[config.mk]
export PLATFORM = sky130hd
export DESIGN_NAME = clmul_unit
export DESIGN_NICKNAME = d
export VERILOG_FILES = /design/src/rtl/clmul_pkg.sv /design/src/rtl/clmul_ctrl.sv /design/src/rtl/clmul_dp.sv /design/src/rtl/clmul_unit.sv
export SDC_FILE = /design/constraint.sdc
export NUM_CORES = 1
export LEC_CHECK = 0
export ABC_AREA = 0
export CAP_MARGIN = 20
export CORE_UTILIZATION = 40
export CTS_BUF_LIST = sky130_fd_sc_hd__clkbuf_4
export CTS_CLUSTER_DIAMETER = 120
export DETAILED_ROUTE_END_ITERATION = 8
export GPL_ROUTABILITY_DRIVEN = 0
export PLACE_DENSITY = 0.75
export SETUP_SLACK_MARGIN = 0.02
export SYNTH_ARGS = -nofsm -noshare
export SYNTH_HDL_FRONTEND = slang
export SYNTH_SLANG_ARGS = --single-unit
[constraint.sdc]
create_clock -name clk -period 2.25 [get_ports clk]
set_input_delay 0.5625 -clock clk [delete_from_list [all_inputs] [get_ports clk]]
set_output_delay 0.5625 -clock clk [all_outputs]
set_load 0.01 [all_outputs]
[src/rtl/clmul_pkg.sv]
package clmul_pkg;

    typedef enum logic [1:0] {
        S_IDLE = 2'd0,
        S_RUN  = 2'd1,
        S_DONE = 2'd2
    } clmul_state_t;

endpackage

[src/rtl/clmul_ctrl.sv]
module clmul_ctrl
    import clmul_pkg::*;
#(
    parameter int W = 64
) (
    input  logic clk,
    input  logic rst_n,
    input  logic in_valid,
    output logic in_ready,
    output logic load,
    output logic step,
    output logic last,
    output logic done
);
    localparam int CW = $clog2(W);

    clmul_state_t state, state_n;
    logic [CW-1:0] cnt;

    // state register
    always_ff @(posedge clk or negedge rst_n) begin
        if (!rst_n) begin
            state <= S_IDLE;
        end else begin
            state <= state_n;
        end
    end

    // step counter
    always_ff @(posedge clk or negedge rst_n) begin
        if (!rst_n) begin
            cnt <= '0;
        end else if (load) begin
            cnt <= '0;
        end else if (step) begin
            cnt <= cnt + 1'b1;
        end
    end

    // next-state
    always_comb begin
        state_n = state;
        unique case (state)
            S_IDLE: if (in_valid) state_n = S_RUN;
            S_RUN:  if (cnt == CW'(W-1)) state_n = S_DONE;
            S_DONE: state_n = S_IDLE;
            default: state_n = S_IDLE;
        endcase
    end

    // outputs
    always_comb begin
        in_ready = 1'b0;
        load     = 1'b0;
        step     = 1'b0;
        last     = 1'b0;
        done     = 1'b0;
        unique case (state)
            S_IDLE: begin
                in_ready = 1'b1;
                load     = in_valid;
            end
            S_RUN: begin
                step = 1'b1;
                last = (cnt == CW'(W-1));
            end
            S_DONE: done = 1'b1;
            default: ;
        endcase
    end


    done_pulse_chk: assert property (@(posedge clk) disable iff (!rst_n)
        done |=> !done);

    done_after_run_chk: assert property (@(posedge clk) disable iff (!rst_n)
        done |-> $past(last));

    busy_not_ready_chk: assert property (@(posedge clk) disable iff (!rst_n)
        (in_valid && in_ready) |=> !in_ready);

endmodule

[src/rtl/clmul_dp.sv]
module clmul_dp #(
    parameter int W = 64
) (
    input  logic         clk,
    input  logic         rst_n,
    input  logic         load,
    input  logic         step,
    input  logic         last,
    input  logic [W-1:0] op_a,
    input  logic [W-1:0] vec_b,
    input  logic [W-1:0] scalar_b,
    input  logic         use_scalar,
    input  logic         sel_high,
    output logic [W-1:0] result
);
    localparam int PW = 2 * W;

    logic [W-1:0]  a_sh;
    logic [W-1:0]  b_q;
    logic          hi_q;
    logic [PW-1:0] acc;
    logic [PW-1:0] acc_n;
    logic [PW-1:0] addend;

    // second operand source chosen at accept
    logic [W-1:0] b_sel;
    assign b_sel = use_scalar ? scalar_b : vec_b;

    // one shift-and-XOR step, multiplier scanned MSB first
    assign addend = a_sh[W-1] ? {{W{1'b0}}, b_q} : '0;
    assign acc_n  = {acc[PW-2:0], 1'b0} ^ addend;

    always_ff @(posedge clk or negedge rst_n) begin
        if (!rst_n) begin
            a_sh <= '0;
            b_q  <= '0;
            hi_q <= 1'b0;
            acc  <= '0;
        end else if (load) begin
            a_sh <= op_a;
            b_q  <= b_sel;
            hi_q <= sel_high;
            acc  <= '0;
        end else if (step) begin
            a_sh <= {a_sh[W-2:0], 1'b0};
            acc  <= acc_n;
        end
    end

    always_ff @(posedge clk or negedge rst_n) begin
        if (!rst_n) begin
            result <= '0;
        end else if (last) begin
            result <= hi_q ? acc_n[PW-1:W] : acc_n[W-1:0];
        end
    end

    // a zero multiplier leaves the accumulator empty
    zero_a_chk: assert property (@(posedge clk) disable iff (!rst_n)
        (load && op_a == '0) |=> (a_sh == '0 && acc == '0));

endmodule

[src/rtl/clmul_unit.sv]
module clmul_unit #(
    parameter int W = 64
) (
    input  logic         clk,
    input  logic         rst_n,
    input  logic         in_valid,
    output logic         in_ready,
    input  logic [W-1:0] op_a,
    input  logic [W-1:0] vec_b,
    input  logic [W-1:0] scalar_b,
    input  logic         use_scalar,
    input  logic         sel_high,
    output logic         out_done,
    output logic [W-1:0] out_result
);
    logic load, step, last;

    clmul_ctrl #(.W(W)) u_ctrl (
        .clk     (clk),
        .rst_n   (rst_n),
        .in_valid(in_valid),
        .in_ready(in_ready),
        .load    (load),
        .step    (step),
        .last    (last),
        .done    (out_done)
    );

    clmul_dp #(.W(W)) u_dp (
        .clk       (clk),
        .rst_n     (rst_n),
        .load      (load),
        .step      (step),
        .last      (last),
        .op_a      (op_a),
        .vec_b     (vec_b),
        .scalar_b  (scalar_b),
        .use_scalar(use_scalar),
        .sel_high  (sel_high),
        .result    (out_result)
    );


    result_hold_chk: assert property (@(posedge clk) disable iff (!rst_n)
        !out_done |-> $stable(out_result));

endmodule

* After elaboration in Yosys (flattened, before gate mapping) *
Index checks and enable logic that the tools add are counted.

storage, ports and cells
  flip-flop bits (word level) = 328
  output and inout bits = 66
  word-level logic and storage cells = 34

cells by class
  add/sub/neg operators = 1
  eq/ne operators = 5
  muxes and demuxes = 17
  bitwise operators = 1
  reductions and logical operators = 3

operators by type and width
  operator                                        number
  2-to-1 mux 64 bit                               5
  2-to-1 mux 127 bit                              2
  XOR 128 x 64 -> 128 bit                         1
  2-to-1 mux 6 bit                                2
  adder 6 x 1 -> 6 bit (second input constant)    1
  == test 6 bit (second input constant)           1
  2-to-1 mux 1 bit                                5
  2-to-1 mux 2 bit                                2
  case mux 2 bit (2 select lines)                 1
  == test 2 x 1 -> 1 bit (second input constant)  1
  == test 2 bit (second input constant)           1
  logical NOT 2 bit                               1
  != test 2 x 1 -> 1 bit (second input constant)  1
  != test 2 bit (second input constant)           1
  AND reduction 2 bit                             1
  nonzero test 2 bit                              1

* Logic depth before layout (Yosys ltp) *
  word-level depth = 4
  depth in mapped cells = 6
  depth with buffers taken out = 4

* Modules after synthesis *
From an unflattened synthesis, not the netlist that was laid out.

unflattened totals
  cells, all modules = 1434
  area, all modules = 14938.1 sq um

modules (own cells, without submodules)
  module      times used  cells an instance  area each (sq um)  seq. area each (sq um)
  clmul_dp    1           1393               14533.9            8007.7
  clmul_ctrl  1           41                 404.1              200.2

* Worst setup path before layout *
OpenSTA, ideal clock, no wires.

  kind = input to register
  from = input in_valid
  to = register u_dp.acc[11]
  setup time = 0.137 ns
  arrival time = 1.454 ns
  required time = 2.113 ns
  path slack = 0.659 ns
  cell stages on the path = 6
  buffers on the path = 3
  cell sequence = or3b_1 > buf_2 > buf_6 > buf_6 > nand3_1 > o21ai_0

between the ends
  word-level cells in the longest chain between the ends = 2
  elaborated cells between the ends (all ways) = 3
  those cells by class = mux (2); reduce/logical (1)

ends and longest elaborated chain
  element                                                          RTL line          text
  start, declared                                                  clmul_unit.sv:6   input logic in_valid,
  2-to-1 mux 1 bit (*)                                             clmul_ctrl.sv:58  unique case (state)
  2-to-1 mux 127 bit / nonzero test 2 bit (equally long branches)  n/a
  end signal, assigned                                             clmul_dp.sv:46    acc <= acc_n;
  end, declared                                                    clmul_dp.sv:21    logic [PW-1:0] acc;

Every way passes the cells marked *; elsewhere a longest branch is shown, timed or not.
A chain may end at the register's enable or synchronous reset.

* Worst setup path in the final report *
  from = register u_ctrl.state[1]
  to = output in_ready

between the ends
  word-level cells in the longest chain between the ends = 2

ends and longest elaborated chain
  element                 RTL line          text
  start, declared         clmul_ctrl.sv:17  clmul_state_t state, state_n;
  start signal, assigned  clmul_ctrl.sv:25  state <= state_n;
  logical NOT 2 bit       clmul_ctrl.sv:58
  2-to-1 mux 1 bit        clmul_ctrl.sv:58
  end, declared           clmul_unit.sv:7   output logic in_ready,

No other way between the ends.

==> impl_metrics.env <==
export IMPL_status="finished clean"
export IMPL_period_minus_slack_ns=2.13
export IMPL_syn_inst=1636
export IMPL_clkTransAtPathRegs_ns=0.07
export IMPL_reg2reg_depth=4
export IMPL_cp_data_required_time_ns=1.69
export IMPL_drv_cap=0
export IMPL_power_internal_mw=13.8
export IMPL_die_x_um=202
export IMPL_power_switching_mw=7.23
export IMPL_setup_viol=0
export IMPL_slowest_delay_ns=0.42
export IMPL_num_vias=12897
export IMPL_report_final_slew_viol_count=0
export IMPL_fp_row_count=72
export IMPL_yosysWarnings=0
export IMPL_utilization=0.519
export IMPL_post_drt_wl_per_cell_um=15.7
export IMPL_cts_tree="built"
export IMPL_reg2reg_slack_ns=0.33
export IMPL_cp_cell_sequence="buf_6, nor2_4, buf_4"
export IMPL_cts_made_buffers=88
export IMPL_path_class="reg -> out"
export IMPL_viasPerCell=5.18
export IMPL_design_core_area_um2=39100
export IMPL_hpwlAfterDp_um=25600
export IMPL_dp_slack_ns=0.0490
export IMPL_dr_first_iter_drc_count=713
export IMPL_die_y_um=202
export IMPL_ios=263
export IMPL_r2r_end="u_dp.result[9]"
export IMPL_arrival_ns=1.57
export IMPL_reg2reg_from="u_dp.a_sh[63]"
export IMPL_setup_tns_ns=0
export IMPL_slew_headroom=0.578
export IMPL_synth_seq_cells=328
export IMPL_ant_nets=0
export IMPL_numPortBuffers=262
export IMPL_htreeDepth=3
export IMPL_hp_start="use_scalar"
export IMPL_first_pass_iters=5
export IMPL_num_nets_final=2104
export IMPL_crit_fanout=7
export IMPL_fmax_ghz=0.470
export IMPL_grt_overflow_total=0
export IMPL_grt_pass1_wl_um=65100
export IMPL_drive_gt1_frac=0.107
export IMPL_clock_power_share=0.253
export IMPL_clk_latency_ns=0.76
export IMPL_yosysSeqAreaShare=0.512
export IMPL_fin_hold_ws_ns=0.337
export IMPL_worst_pin_slew_ns=0.633
export IMPL_crit_path_start_kind="flip-flop"
export IMPL_syn_area_per_cell_um2=9.80
export IMPL_switching_share=0.344
export IMPL_synth_fp_nets=1834
export IMPL_total_power_mw=21.0
export IMPL_cts_root_buffer="clkbuf_4"
export IMPL_min_path_cells=3
export IMPL_syn2layout_area_growth_pct=26.5
export IMPL_combPwrFrac=0.275
export IMPL_worstHoldPathType="in -> reg"
export IMPL_drc_errors=0
export IMPL_endpoint_kind="output pin"
export IMPL_power_leakage_nw=9.17
export IMPL_min_to="u_dp.b_q[39]"
export IMPL_grt_pass1_vias=13105
export IMPL_async_flop_share=1.00
export IMPL_cts_num_sinks=328
export IMPL_finClkSkew_ns=0.0251
export IMPL_hold_viol=0
export IMPL_synth_area_um2=16000
export IMPL_synth_ff_type="dfrtp_1"
export IMPL_synth_edff_count=0
export IMPL_min_period_over_period=0.946
export IMPL_setup_ws_ns=0.122
export IMPL_initial_core_util=0.410
export IMPL_die_area_um2=40900
export IMPL_cellPowerDensity_nw_per_um2=1040
export IMPL_antenna_found_initial=2
export IMPL_grt_start_max_net_pins=108
export IMPL_clockBufferDepth=3
export IMPL_finalWirelength_um=39100
export IMPL_worst_path_max_delay_cell="dfrtp_2"
export IMPL_vdd_drop_max_uv=520
export IMPL_p_seq_frac=0.472
export IMPL_grt_usage=0.195
export IMPL_rsz0062_at_grt="no"
export IMPL_ys_types=31
kinds of logic after synthesis:
logic type               after synthesis  synth area share
AND/OR/NAND/NOR                      659             0.203
flip-flops                           328             0.512
AO/OA/AOI/OAI                        265             0.109
buffers and inverters                191            0.0610
multiplexers                         128            0.0800
XOR/XNOR                              64            0.0350
adder cells (fa/ha/maj)                1          0.000780
layout by cell type (no fill, tap or decap), types with 21 or more instances in the layout:
| cell type | netlist | layout |
|---|---|---|
| a221oi_1 | 63 | 63 |
| a22oi_1 | 63 | 63 |
| buf_12 | 0 | 21 |
| buf_4 | 2 | 25 |
| clkbuf_4 | 0 | 130 |
| clkdlybuf4s50_1 | 0 | 194 |
| dfrtp_1 | 328 | 324 |
| dlygate4sd2_1 | 0 | 64 |
| inv_1 | 63 | 63 |
| mux2i_1 | 127 | 127 |
| nand2_1 | 393 | 393 |
| nand3_1 | 132 | 132 |
| nor2b_1 | 55 | 54 |
| nor4bb_1 | 53 | 53 |
| o21ai_0 | 86 | 86 |
| o21ai_1 | 48 | 48 |
| xor2_1 | 64 | 64 |
per-stage QoR:
step | area [um2] | cells
after global routing | 20300 | 2490
after floorplan | 16000 | 1636
final | 20300 | 2490
after detailed placement | 19200 | 2330
after CTS | 20300 | 2485
after global placement | 19200 | 2330
flip-flops by register name (all words and copies together) (netlist names):
signal        count
u_ctrl.state      2
u_dp.hi_q         1
u_ctrl.cnt        6
u_dp.acc        127
u_dp.result      64
u_dp.b_q         64
u_dp.a_sh        64
power groups by stage:
| stage | Sequential (mW) | Combinational, mW | Clock (mW) |
|---|---|---|---|
| floorplan | 9.31 | 4.37 | 0 |
| global placement | 9.86 | 5.63 | 0 |
| detailed placement | 9.97 | 5.89 | 0 |
| CTS | 9.90 | 5.85 | 5.50 |
| global route | 10.2 | 6.56 | 5.81 |
| finish | 9.93 | 5.77 | 5.33 |
how the worst max path moves through the flow:
stage,end,start,cells after the start,slack (ns)
floorplan,u_dp.acc[11],in_valid,6,0.66
global placement,u_dp.acc[28],in_valid,5,0.1
detailed placement,u_dp.acc[29],in_valid,5,0.05
CTS,out_done,u_ctrl.state[0],2,0.03
global route,in_ready,u_ctrl.state[1],3,0.03
finish,in_ready,u_ctrl.state[1],3,0.12
final cells by class:
type / count / area, um2
diodes: 3 / 7.51
clock buffers: 130 / 976
clock inverters: 23 / 145
fillers: 3593 / 18800
inverters: 63 / 236
multi-input cells: 1117 / 6890
flip-flops and latches: 328 / 8220
well taps: 518 / 648
repair buffers: 308 / 3150
timing repair:
item,CTS,global route
setup endpoints to repair,66,1
hold buffers,1,0
pin swaps,0,0
endpoints found under the hold margin,55,0
setup buffers,1,2
resized for setup,77,1
cells in the mapped netlist, drive strengths merged, types with 2 or more instances:
master / instances / share of area
and2b: 10 / 0.0047
xor2: 64 / 0.035
o21ai: 134 / 0.042
buf: 84 / 0.036
nor3b: 2 / 0.00094
a22oi: 63 / 0.030
mux2i: 127 / 0.079
nand2: 393 / 0.092
nor2b: 55 / 0.021
nand3: 132 / 0.041
dfrtp: 328 / 0.51
inv: 63 / 0.015
clkbuf: 44 / 0.010
a221oi: 63 / 0.034
nor4bb: 53 / 0.033
and4bb: 10 / 0.0078
routing by layer:
layer / vias up / part of all wire / track usage
met1: 6231 / 0.44 / 0.253
met4: 0 / 0.023 / 0.0720
met2: 336 / 0.47 / 0.308
met5: - / 0 / 0
met3: 80 / 0.068 / 0.0569
li1: 6250 / - / -
worst max-delay path: cells and delay by family, from the launching register on:
kind,cells,cell delay [ns]
flip-flops,1,0.42
buffers and inverters,2,0.28
AND/OR/NAND/NOR,1,0.11
Note: power is estimated with default switching activity, not from simulation.
